===== src/rtl/synth_prog_seq.sv =====
module synth_prog_seq #(
  parameter int CLK_DIV = 4
) (
  input  logic        clk,
  input  logic        rst_n,
  input  logic        start_i,
  input  logic        hop_i,
  input  logic [11:0] timer_i,
  input  logic [11:0] mod_i,
  input  logic [23:0] rdiv_word_i,
  input  logic [23:0] noise_word_i,
  input  logic [23:0] ctrl_word_i,
  input  logic [23:0] ndiv_word_i,
  output logic        ser_clk_o,
  output logic        ser_data_o,
  output logic        ser_le_o,
  output logic        busy_o
);
  localparam int CW       = $clog2(2 * CLK_DIV) + 1;
  localparam int LAST_BIT = 23;
  localparam logic [2:0] LAST_STEP = 3'd4;
  localparam logic [CW-1:0] HALF_END = CW'(CLK_DIV - 1);
  localparam logic [CW-1:0] LE_END   = CW'(2 * CLK_DIV - 1);

  typedef enum logic [1:0] {S_IDLE, S_SHIFT, S_LATCH} st_t;

  st_t          st;
  logic [2:0]   step;
  logic [4:0]   bitn;
  logic [CW-1:0] cnt;
  logic [23:0]  sh;
  logic         sclk_q, le_q, inited;
  logic [11:0]  c_tmr, c_mod;
  logic [23:0]  c_r, c_ns, c_ctl, c_n;

  function automatic logic [23:0] build(
    input logic [2:0]  s,
    input logic [11:0] tmr,
    input logic [11:0] md,
    input logic [23:0] r,
    input logic [23:0] ns,
    input logic [23:0] ctl,
    input logic [23:0] n
  );
    case (s)
      3'd0:    build = {1'b1, r[22:14], tmr, 2'b01};
      3'd1:    build = {ns[23:2], 2'b11};
      3'd2:    build = {ctl[23:2], 2'b10};
      3'd3:    build = {1'b0, 3'b110, r[19:14], md, 2'b01};
      default: build = {1'b1, n[22:2], 2'b00};
    endcase
  endfunction

  wire       accept   = (st == S_IDLE) && (start_i || hop_i);
  wire       full_run = start_i || !inited;
  wire [2:0] first    = full_run ? 3'd0 : LAST_STEP;

  assign ser_clk_o  = sclk_q;
  assign ser_data_o = (st == S_SHIFT) ? sh[23] : 1'b0;
  assign ser_le_o   = le_q;
  assign busy_o     = (st != S_IDLE);

  always_ff @(posedge clk) begin
    if (!rst_n) begin
      st     <= S_IDLE;
      step   <= '0;
      bitn   <= '0;
      cnt    <= '0;
      sh     <= '0;
      sclk_q <= 1'b0;
      le_q   <= 1'b0;
      inited <= 1'b0;
      c_tmr  <= '0;
      c_mod  <= '0;
      c_r    <= '0;
      c_ns   <= '0;
      c_ctl  <= '0;
      c_n    <= '0;
    end else begin
      case (st)
        S_IDLE: if (accept) begin
          c_tmr  <= timer_i;
          c_mod  <= mod_i;
          c_r    <= rdiv_word_i;
          c_ns   <= noise_word_i;
          c_ctl  <= ctrl_word_i;
          c_n    <= ndiv_word_i;
          step   <= first;
          sh     <= build(first, timer_i, mod_i, rdiv_word_i,
                          noise_word_i, ctrl_word_i, ndiv_word_i);
          bitn   <= '0;
          cnt    <= '0;
          sclk_q <= 1'b0;
          st     <= S_SHIFT;
        end
        S_SHIFT: begin
          if (cnt == HALF_END) begin
            cnt <= '0;
            if (!sclk_q) begin
              sclk_q <= 1'b1;
            end else begin
              sclk_q <= 1'b0;
              if (bitn == 5'(LAST_BIT)) begin
                le_q <= 1'b1;
                st   <= S_LATCH;
              end else begin
                sh   <= {sh[22:0], 1'b0};
                bitn <= bitn + 5'd1;
              end
            end
          end else begin
            cnt <= cnt + 1'b1;
          end
        end
        S_LATCH: begin
          if (cnt == LE_END) begin
            cnt  <= '0;
            le_q <= 1'b0;
            if (step == LAST_STEP) begin
              inited <= 1'b1;
              st     <= S_IDLE;
            end else begin
              step <= step + 3'd1;
              sh   <= build(step + 3'd1, c_tmr, c_mod, c_r, c_ns, c_ctl, c_n);
              bitn <= '0;
              st   <= S_SHIFT;
            end
          end else begin
            cnt <= cnt + 1'b1;
          end
        end
        default: st <= S_IDLE;
      endcase
    end
  end
endmodule



===== config.mk =====
export PLATFORM = sky130hd
export DESIGN_NAME = synth_prog_seq
export DESIGN_NICKNAME = d
export VERILOG_FILES = /design/src/rtl/synth_prog_seq.sv
export SDC_FILE = /design/constraint.sdc
export NUM_CORES = 1
export LEC_CHECK = 0
export ABC_AREA = 1
export BUFFER_PORTS_ARGS = -buffer_cell sky130_fd_sc_hd__buf_2
export CAP_MARGIN = 40
export CORE_MARGIN = 2
export CORE_UTILIZATION = 40
export DETAILED_ROUTE_END_ITERATION = 10
export GPL_TIMING_DRIVEN = 0
export PLACE_DENSITY = 0.62
export SYNTH_ARGS = -nofsm -noshare
export SYNTH_HDL_FRONTEND = slang
export SYNTH_SLANG_ARGS = --single-unit
export TNS_END_PERCENT = 20

===== constraint.sdc =====
create_clock -name clk -period 2 [get_ports clk]
set_input_delay 0.4 -clock clk [delete_from_list [all_inputs] [get_ports clk]]
set_output_delay 0.4 -clock clk [all_outputs]
set_load 0.1 [all_outputs]

## Word-level counts from Yosys, hierarchy flattened

Cells that the tools add are included.

- Register bits: 159
- Bits of input ports: 124
- Output and inout port bits: 4

- Add/subtract/negate cells: 3
- Eq/ne operators: 19
- Muxes and demuxes: 42
- Reduce and logical (&&, ||, !) cells: 20

Operators with widths:

| kind | number |
|---|---|
| $pmux 24 s4 | 2 |
| $mux 24 | 6 |
| $pmux 24 s3 | 1 |
| $mux 5 | 6 |
| $pmux 5 s3 | 1 |
| $eq 3x2->1 const B | 4 |
| $mux 3 | 4 |
| $mux 4 | 3 |
| $pmux 4 s3 | 1 |
| $mux 2 | 5 |
| $ne 2x2->1 const B | 5 |
| $reduce_and 5->1 | 2 |
| $mux 1 | 9 |
| $reduce_bool 2->1 | 4 |
| $reduce_and 7->1 | 1 |
| $eq 3x1->1 const B | 2 |
| $logic_not 3->1 | 2 |
| $pmux 2 s3 | 1 |
| $pmux 3 s2 | 1 |
| $reduce_and 3->1 | 2 |
| $add 5x1->5 const B | 1 |
| $eq 5x5->1 const B | 1 |
| $add 4x1->4 const B | 1 |
| $eq 4x2->1 const B | 1 |
| 14 further kinds | 18 |

## Depth between registers and ports, before layout

Gate-level depths: netlist of the first run.

- Depth in word-level cells: 7
- Depth in mapped cells: 14
- Depth with buffers taken out: 12

## Worst setup path before layout of the first run

Ideal clock, no wire load.

- Path kind: flip-flop to output port
- From: reg st[1]
- To: out ser_data_o
- Data arrival time: 1.748 ns
- Required time: 1.600 ns
- Slack: -0.148 ns
- Stages on the path, launching flop included: 7
- Cell sequence: dfxtp_1 -> inv_1 -> ha_1 -> buf_2 -> buf_1 -> nand2_1 -> inv_1

- Longest elaborated chain between the ends: 2

RTL lines:

| element | RTL line | RTL |
|---|---|---|
| start: declaration | 27 | `st_t st;` |
| start signal: assignment | 65 | `st <= S_IDLE;` |
| start signal: assignment | 94 | `st <= S_SHIFT;` |
| start signal: assignment | 105 | `st <= S_LATCH;` |
| $eq 2x1->1 | 59 | `assign ser_data_o = (st == S_SHIFT) ? sh[23] : 1'b0;` |
| $mux 1 | 59 |  |
| end: declaration | 15 | `output logic ser_data_o,` |

Every way passes these cells.

## Worst setup path in the final report of the first run

Ends and elaborated chain as after synthesis.

==> metrics.cfg, run 1 <==
[status]
status=complete, no violations

[critical_path]
crit_top_cell=buf_12
path_buf_inv=5
crit_chain=inv_4, ha_4, buf_8, buf_12, nand2_8, clkinvlp_4, buf_12
arrival_ps=1580
cp-start-kind=flop
crit_fanout=4
cp_slowest_cell=dfxtp_4
crit_path_max_incr_delay_ps=370
worstPathRequired_ps=1600
crit_path_end_kind=primary output
crit_family=buffers and inverters
crit_type=flop to primary output

[synthesis]
synth_compound_area_frac=0.1858
synth_area_sq_mm=0.006983
synth_mux_area_frac=0
synth_area_leaders=dfxtp_1 40%, nand2_1 11%, nor2_1 11%
synthFlopType=dfxtp_1
ys.warnings.count=0
syn_inst=1048
synth_top_area_share=0.3985
ys_ff_latch=139
synth_most_common_cell=nand2_1
synth_top_family_by_area=simple AND/OR/NAND/NOR gates
synth_seq_area_share=0.3985
synth-adder-area-share=0.02150
syn_avg_cell_area_sq_um=6.663
synthSimpleGateAreaFrac=0.3034
ys_types=32
yosysTopAreaCell=dfxtp_1
synth_common_cells=207 x nand2_1, 196 x nor2_1, 139 x dfxtp_1
synth_nets=1184
synth_xor_area_frac=0.006271
synth_edf_count=0
ys_async_sr_fraction=0

[cts]
ctsRootBufferMaster=clkbuf_16
h-tree-depth=4
clk_pin_slew_ps=60
numCtsBuffers=17
clk_latency_ps=440
cts_buffer_depth=2
clock-sinks=139
cts_tree=yes
cts_hold_buffers=0

[grt]
grt_pass1_vias=6619
grt_use_total=0.2569
grt_overflow=0
grt_max_degree=17
grt_antenna_before_repair=0
grt_pass1_wl_um=35870

[place]
globalplace.congestion=0.8963
placed_cell_area_sq_mm=0.007795
dp_slack_ps=-503.0
dp_cells=1378
dpl.hpwl_um=17320
portBuffers=105

[layout]
antennaDiodeCount=0
stdcell_count=1418
layout-drive-gt1-share=0.2096
areaGrowthSynthToFinish_pct=23.67
final_util=0.5028
nNetsFinal=1316
fin_area_sq_mm=0.008636

[die]
fp.dieArea_sq_mm=0.01853
ios=128
dieWidth_um=136.1
core_sq_mm=0.01718
die_h_um=136.1
num_rows=48
start_util=0.4065

[power_and_ir_drop]
pwr-share-clk=0.209
sw_frac_of_total=0.4609
internal_power_mw=7.569
irDropWorstVdd_v=0.0008960
total_power_mw=14.04
p_per_area_mw_per_mm2=1626
leakage_nw=3.919
pwr-share-comb=0.497
seq_power_share=0.294
power.switching_mw=6.470

[route]
first_pass_iters=5
dr_wl_met2_um=9868
dr.max_layer_used=met4
wl_per_cell_um=16.45
ant_nets=0
vias_per_cell=5.204
initialDrtViolationCount=737
remaining_drc_errors=0
num_vias=7379
drt-met1-wl_um=11150
wirelength_um=23330
wl_met3_um=1927

[sta]
grt_setup_unrepaired=yes
whs_ps=208.4
finalSetupViolCount=0
tightest_slew_ps=764.5
slew_headroom=0.4903
finClkSkew_ps=12.09
drv_slew=0
tns_ps=0
min_period_over_period=0.9900
period_needed_ps=1980
hold_violations=0
fin_ws_ps=19.96
max_freq_ghz=0.5050

[min_path]
hp-class=input pin to flop

[flow_run]
max-cap-violations=0

[layer usage]
| layer | vias up | track usage |
|---|---|---|
| li1 | 3697 | - |
| met4 | 0 | 0.07407 |
| met2 | 285 | 0.3797 |
| met1 | 3365 | 0.3724 |
| met5 | - | 0 |
| met3 | 32 | 0.05779 |
[state kept, by name, indices dropped and copies added, names as in the netlist, 3 cells and up]
name / cells
sh: 24
c_ctl: 22
c_ns: 22
c_n: 21
c_mod: 12
c_tmr: 12
c_r: 9
bitn: 5
cnt: 4
step: 3
[layout make-up]
class,count,area (sq um)
buffer,73,426.7
clock buffer,17,425.4
clock inverter,15,113.9
fill,1823,8541
inverter,62,239.0
multi-input combinational,773,3739
sequential,139,2796
tap,225,281.5
timing repair buffer,114,614.3
[power groups by stage]
stage | combinational [mW] | clock (mW) | sequential (mW)
floorplan | 4.52 | 0 | 4.09
global placement | 6.32 | 0 | 4.12
detailed placement | 6.36 | 0 | 4.13
CTS | 6.51 | 2.95 | 4.09
global route | 7.72 | 3.09 | 4.22
finish | 6.98 | 2.93 | 4.13
[layout by cell type, fill, tap and decap left out, types with 2 or more instances in the layout]
cell type and count:
a211oi_1 4, a21oi_1 90, a21oi_2 26, buf_1 2, buf_12 2, buf_2 111
buf_4 13, buf_6 9, buf_8 2, clkbuf_1 31, clkbuf_16 17, clkbuf_2 14
clkbuf_4 3, clkinv_2 4, clkinv_4 4, clkinvlp_4 3, dfxtp_1 134, dfxtp_2 2
dfxtp_4 3, ha_1 8, ha_4 3, inv_1 52, inv_2 8, inv_6 5
nand2_1 201, nand2_2 7, nand2_4 2, nand3_1 106, nand4_1 2, nor2_1 193
nor2_2 3, o21ai_0 108, o21ai_4 3, xor2_1 4
[timing repair]
item                       CTS  global route
setup endpoints to repair   61            57
pin swaps                    1             6
setup buffers                0             9
cloned                       0             0
resized for setup           34            51
[kinds of logic after synthesis]
| kind of cell | Yosys count |
|---|---|
| xor gates and xnor gates | 5 |
| buffers and inverters | 136 |
| DFF | 139 |
| adders and majority gates | 12 |
| and+or+nand+nor | 520 |
| AOI/OAI and AO/OA | 236 |
[worst paths after layout]
kind	to	slack (ps)	start	cells past startpoint
setup / recovery	ser_data_o	20	st[1]	7
hold / removal	c_ns[3]	210	noise_word_i[3]	3
hold reg to reg	c_n[8]	450	c_n[8]	2
setup reg to reg	c_ctl[4]	90	st[0]	7
[worst min-delay path, stage by stage]
cell and delay [ps]:
buf_2 70, o21ai_0 70, nor2_1 70
(Power assumes the default switching activity.)
==> run 2, diff against run 1 <==
Clock period 2 ns to 2.5 ns, I/O delays scaled along.
==> run 2 against run 1 <==
Net effect:
- first-iteration DRC count is 12% lower
- worst setup slack better by 120 ps
- non-clock buffer count shrank 9
- global-route usage is 0.44 points higher
- wire length shrank 0.22%
- cell area shrank 3.1%
- critical path type unchanged
- clock-buffer cell count grew 1
- via count hardly changed
- clock skew down 2.1 ps
- register-to-register slack improved by 210 ps
==> metrics.cfg, run 2 (synthesized netlist as in run 1, its figures left out) <==
[die]
dieWidth_um=136.1  ; unchanged
die_h_um=136.1  ; unchanged
core_sq_mm=0.01718  ; unchanged
ios=128  ; unchanged
fp.dieArea_sq_mm=0.01853  ; unchanged
start_util=0.4065  ; unchanged
num_rows=48  ; unchanged

[grt]
grt_use_total=0.2613  ; +0.004423
grt_antenna_before_repair=0  ; unchanged
grt_pass1_vias=6812  ; +2.9%
grt_overflow=0  ; unchanged
grt_max_degree=20  ; +3
grt_pass1_wl_um=36360  ; +1.4%

[cts]
numCtsBuffers=17  ; unchanged
ctsRootBufferMaster=clkbuf_16
cts_tree=yes
cts_hold_buffers=0  ; unchanged
clk_pin_slew_ps=60  ; about the same
cts_buffer_depth=2  ; unchanged
h-tree-depth=4  ; unchanged
clock-sinks=139  ; unchanged
clk_latency_ps=430  ; about the same

[route]
ant_nets=0  ; unchanged
wl_per_cell_um=16.52  ; +0.42%
drt-met1-wl_um=10790  ; -3.2%
dr.max_layer_used=met4
first_pass_iters=5  ; unchanged
wl_met3_um=2131  ; +11%
remaining_drc_errors=0  ; unchanged
initialDrtViolationCount=646  ; -12%
dr_wl_met2_um=9910  ; +0.43%
wirelength_um=23280  ; -0.22%
num_vias=7385  ; +0.081%
vias_per_cell=5.241  ; +0.72%

[sta]
hold_violations=0  ; unchanged
tightest_slew_ps=752.8  ; -11.67 ps
period_needed_ps=2356
tns_ps=0  ; unchanged
min_period_over_period=0.9423
whs_ps=317.4  ; +109.1 ps
finalSetupViolCount=0  ; unchanged
finClkSkew_ps=9.958  ; -2.130 ps
grt_setup_unrepaired=no
drv_slew=0  ; unchanged
max_freq_ghz=0.4245
slew_headroom=0.4981  ; +0.007781

[power_and_ir_drop]
leakage_nw=3.820  ; -2.5%
seq_power_share=0.300  ; +0.006
total_power_mw=10.91  ; -22%
sw_frac_of_total=0.4586  ; -0.002304
internal_power_mw=5.908  ; -22%
power.switching_mw=5.004  ; -23%
pwr-share-comb=0.473  ; -0.024
pwr-share-clk=0.227  ; +0.018
irDropWorstVdd_v=0.0005999  ; -33%
p_per_area_mw_per_mm2=1304  ; -20%

[flow_run]
max-cap-violations=0  ; unchanged

[place]
dpl.hpwl_um=17470  ; +0.87%
portBuffers=105  ; unchanged
placed_cell_area_sq_mm=0.007790  ; about the same
globalplace.congestion=0.8952  ; -0.12%

[critical_path]
crit_chain=inv_1, ha_1, buf_4, nand2_1, inv_1, buf_4
r2r-end=c_n[10]
cp_slowest_cell=dfxtp_1
r2r_setup_slack_ps=300  ; +210 ps
crit_path_end_kind=primary output
arrival_ps=1860  ; +280 ps
cp-start-kind=flop
crit_fanout=19  ; +15
r2r_start=st[0]
crit_type=flop to primary output
ff2ff_path_depth=6  ; -1
crit_path_max_incr_delay_ps=320  ; -50 ps
worstPathRequired_ps=2000  ; +400 ps

[layout]
layout-drive-gt1-share=0.1639  ; -0.04570
fin_area_sq_mm=0.008366  ; -3.1%
areaGrowthSynthToFinish_pct=19.80
final_util=0.4870  ; -0.01573
largest_register_ff_count=24  ; unchanged
antennaDiodeCount=0  ; unchanged
fillers=1871  ; +2.6%
max_flop_register=sh
final_common_cell=nand2_1
top_regs=sh (24), c_ctl (22), c_ns (22)
layout_common_cells=207 x nand2_1, 196 x nor2_1, 139 x dfxtp_1
nNetsFinal=1307  ; -0.68%

[min_path]
min_from=ctrl_word_i[3]
hold_depth=3  ; unchanged
hp-class=input pin to flop
holdPathEnd=c_ctl[3]

[status]
status=complete, no violations

run 2: area by class of cell:
type / instances / area (sq um) / area share
multi-input combinational: 773 / 3610 / 0.4315
clock inverter: 14 / 135.1 / 0.01615
sequential: 139 / 2783 / 0.3326
buffer: 73 / 356.6 / 0.04263
tap: 225 / 281.5 / 0.03365
timing repair buffer: 105 / 528.0 / 0.06312
clock buffer: 18 / 439.2 / 0.05250
inverter: 62 / 232.7 / 0.02782
run 2: timing repair:
action | 4_1_cts | 5_1_grt
hold endpoints to repair | 0 | 0
buffers inserted | 0 | 0
setup endpoints to repair | 1 | 0
resized for setup | 2 | 0
run 2: worst max-delay path: cells and delay by family (launching register included):
kind	cells	cell delay, ps
buffers and inverters	4	730
DFF	1	320
adders and majority gates	1	260
and+or+nand+nor	1	110
run 2: worst max path at each step:
stage / start / end / slack [ps]
after floorplan: st[1] / ser_data_o / 250
after global placement: st[1] / ser_data_o / -40
after detailed placement: st[1] / ser_data_o / -20
after CTS: st[1] / ser_data_o / 130
after global routing: st[1] / ser_data_o / 30
final: st[1] / ser_data_o / 140
run 2: through the flow:
stage	setup WS [ps]	instances
floorplan	252.5	1048
global placement	-41.66	1378
detailed placement	-17.14	1378
CTS	125.7	1409
global route	29.53	1409
finish	144.2	1409
run 2: power groups by stage:
stage          Clock (mW)  Combinational [mW]  Sequential, mW
3_5_place_dp            0                5.08            3.30
5_1_grt              2.60                5.77            3.35
2_1_floorplan           0                3.62            3.27
3_3_place_gp            0                5.05            3.30
6_report             2.48                5.16            3.28
4_1_cts              2.50                5.11            3.27
run 2: routing by layer:
| metal | vias up | track usage |
|---|---|---|
| met3 | 34 | 0.05705 |
| met5 | - | 0 |
| met1 | 3405 | 0.3724 |
| met2 | 290 | 0.3928 |
| li1 | 3656 | - |
| met4 | 0 | 0.08160 |
==> run 3, diff against run 2 <==
Settings changed: CORE_UTILIZATION 40 to 50, PLACE_DENSITY 0.62 to 0.74.
==> run 3 against run 2 <==
Net effect:
- clock power is 9.7% higher
- sequential cell count stayed put
- maximum frequency is 1.5% lower
- cell count is 3.1% lower
- non-clock buffer count stayed put
- clock skew is 0.90 ps higher
- die area is 19% lower
- utilization is 12 points higher
- critical path depth stayed put
- worst setup slack worse by 36 ps
- clock-buffer cell count stayed put
- wire length is 4.0% lower
- largest cell class unchanged
==> metrics.cfg, run 3 (synthesized netlist as in run 1, its figures left out) <==
[sta]
min_period_over_period=0.9566  ; +0.01424
tightest_slew_ps=735.3  ; -17.54 ps
whs_ps=324.6  ; +7.176 ps
tns_ps=0  ; unchanged
period_needed_ps=2391  ; +35.61 ps
finClkSkew_ps=10.85  ; +0.8955 ps
finalSetupViolCount=0  ; unchanged
max_freq_ghz=0.4182  ; -1.5%
slew_headroom=0.5098  ; +0.01169
grt_setup_unrepaired=no
drv_slew=0  ; unchanged
hold_violations=0  ; unchanged

[status]
status=complete, no violations

[route]
num_vias=7450  ; +0.88%
wl_per_cell_um=16.38  ; -0.86%
ant_nets=0  ; unchanged
initialDrtViolationCount=703  ; +8.8%
wirelength_um=22360  ; -4.0%
vias_per_cell=5.458  ; +4.1%
first_pass_iters=7  ; +2
remaining_drc_errors=0  ; unchanged

[layout]
final_common_cell=nand2_1
top_regs=sh (24), c_ctl (22), c_ns (22)
seq_area_sq_mm=0.002783  ; unchanged
layout_common_cells=207 x nand2_1, 196 x nor2_1, 139 x dfxtp_1
nNetsFinal=1307  ; unchanged
multi_input_area_sq_mm=0.003610  ; unchanged
fillers=1392  ; -26%
largest_register_ff_count=24  ; unchanged
layout-drive-gt1-share=0.1639  ; unchanged
final_util=0.6077  ; +0.1207
max_flop_register=sh
areaGrowthSynthToFinish_pct=19.87  ; about the same
stdcell_count=1365  ; -3.1%
fin_area_sq_mm=0.008371  ; about the same

[die]
num_rows=43  ; -10%
fp.dieArea_sq_mm=0.01493  ; -19%
dieWidth_um=122.2  ; -10%
start_util=0.5070  ; +0.1005
ios=128  ; unchanged
core_sq_mm=0.01377  ; -20%
die_h_um=122.2  ; -10%

[cts]
clk_pin_slew_ps=60  ; about the same
ctsRootBufferMaster=clkbuf_16
h-tree-depth=4  ; unchanged
cts_hold_buffers=0  ; unchanged
clock-sinks=139  ; unchanged
cts_tree=yes
clk_latency_ps=430  ; about the same
cts_buffer_depth=2  ; unchanged
numCtsBuffers=17  ; unchanged

[critical_path]
worstPathRequired_ps=2000  ; about the same
critical_path.startpoint=st[1]
cp-start-kind=flop
crit_type=flop to primary output
r2r_start=st[0]
crit_fanout=19  ; unchanged
arrival_ps=1890  ; +30 ps
crit_path_end_kind=primary output

[place]
dpl.hpwl_um=16570  ; -5.2%
globalplace.congestion=0.9584  ; +7.1%
placed_cell_area_sq_mm=0.007734  ; -0.72%
portBuffers=105  ; unchanged
dp_cells=1333  ; -3.3%

[power_and_ir_drop]
irDropWorstVdd_v=0.0005644  ; -5.9%
leakage_nw=3.832  ; +0.33%
p_per_area_mw_per_mm2=1332  ; +2.1%

[flow_run]
max-cap-violations=0  ; unchanged

[min_path]
min_from=noise_word_i[6]
hp-class=input pin to flop

[grt]
grt_pass1_wl_um=34550  ; -5.0%
grt_max_degree=20  ; unchanged
grt_overflow=0  ; unchanged
grt_antenna_before_repair=0  ; unchanged
grt_use_total=0.3067  ; +0.04536
grt_pass1_vias=6781  ; -0.46%

==> run 3: cell count changes in the layout (fill, tap and decap cells not counted), sizes merged <==
cell,previous run,this run
clkinv,7,3
clkinvlp,1,5
bufinv,1,4
inv,67,64
buf,130,129
clkbuf,66,67
diode,0,1
==> run 3: layer usage <==
metal,up-vias,global-route usage,wire [um],share of wire
met1,3374,0.4210,9692,0.43
met3,42,0.08614,2433,0.11
met4,0,0.1099,540,0.024
met5,-,0,0,0
met2,365,0.4605,9691,0.43
li1,3669,-,-,-
==> run 3: path summary, 6_finish.rpt <==
kind	cells past startpoint	slack, ps	end
hold reg to reg	2	440	ser_le_o
setup / recovery	6	110	ser_data_o
hold / removal	3	320	c_ns[6]
setup reg to reg	6	250	c_n[14]
==> run 3: power by group <==
part	total (mW)	switching, mW	internal, mW	leakage [nW]
Combinational	5.17	3.57	1.60	2.39
Clock	2.72	1.02	1.70	0.295
Sequential	3.27	0.371	2.90	1.15
Total	11.2	4.96	6.19	3.83
==> run 3: critical path: stages, from the launching register on <==
cell,delay [ps]
dfxtp_1,320
inv_1,100
ha_1,270
clkbuf_4,330
nand2_1,110
inv_1,60
buf_4,280
==> run 3: cell type report <==
| cell class | count | area share |
|---|---|---|
| Multi-Input combinational cell | 773 | 0.4312 |
| Sequential cell | 139 | 0.3324 |
| Timing Repair Buffer | 105 | 0.06308 |
| Clock buffer | 18 | 0.05247 |
| Buffer | 73 | 0.04260 |
| Inverter | 62 | 0.02780 |
| Tap cell | 180 | 0.02691 |
| Clock inverter | 14 | 0.02317 |
| Antenna cell | 1 | 0.0002990 |
==> run 3: metrics by stage <==
step / power [mW] / worst slack, ps
global route: 11.89 / 3.260
detailed placement: 8.331 / -10.78
global placement: 8.260 / 4.138
finish: 11.15 / 108.6
floorplan: 6.890 / 252.5
CTS: 11.05 / 28.10
==> run 3: repair_timing <==
| item | 4_1_cts | 5_1_grt |
|---|---|---|
| setup endpoints to repair | 1 | 1 |
| setup buffers | 0 | 0 |
| pin swaps | 0 | 0 |
| resized for setup | 1 | 1 |
| gates cloned | 0 | 0 |
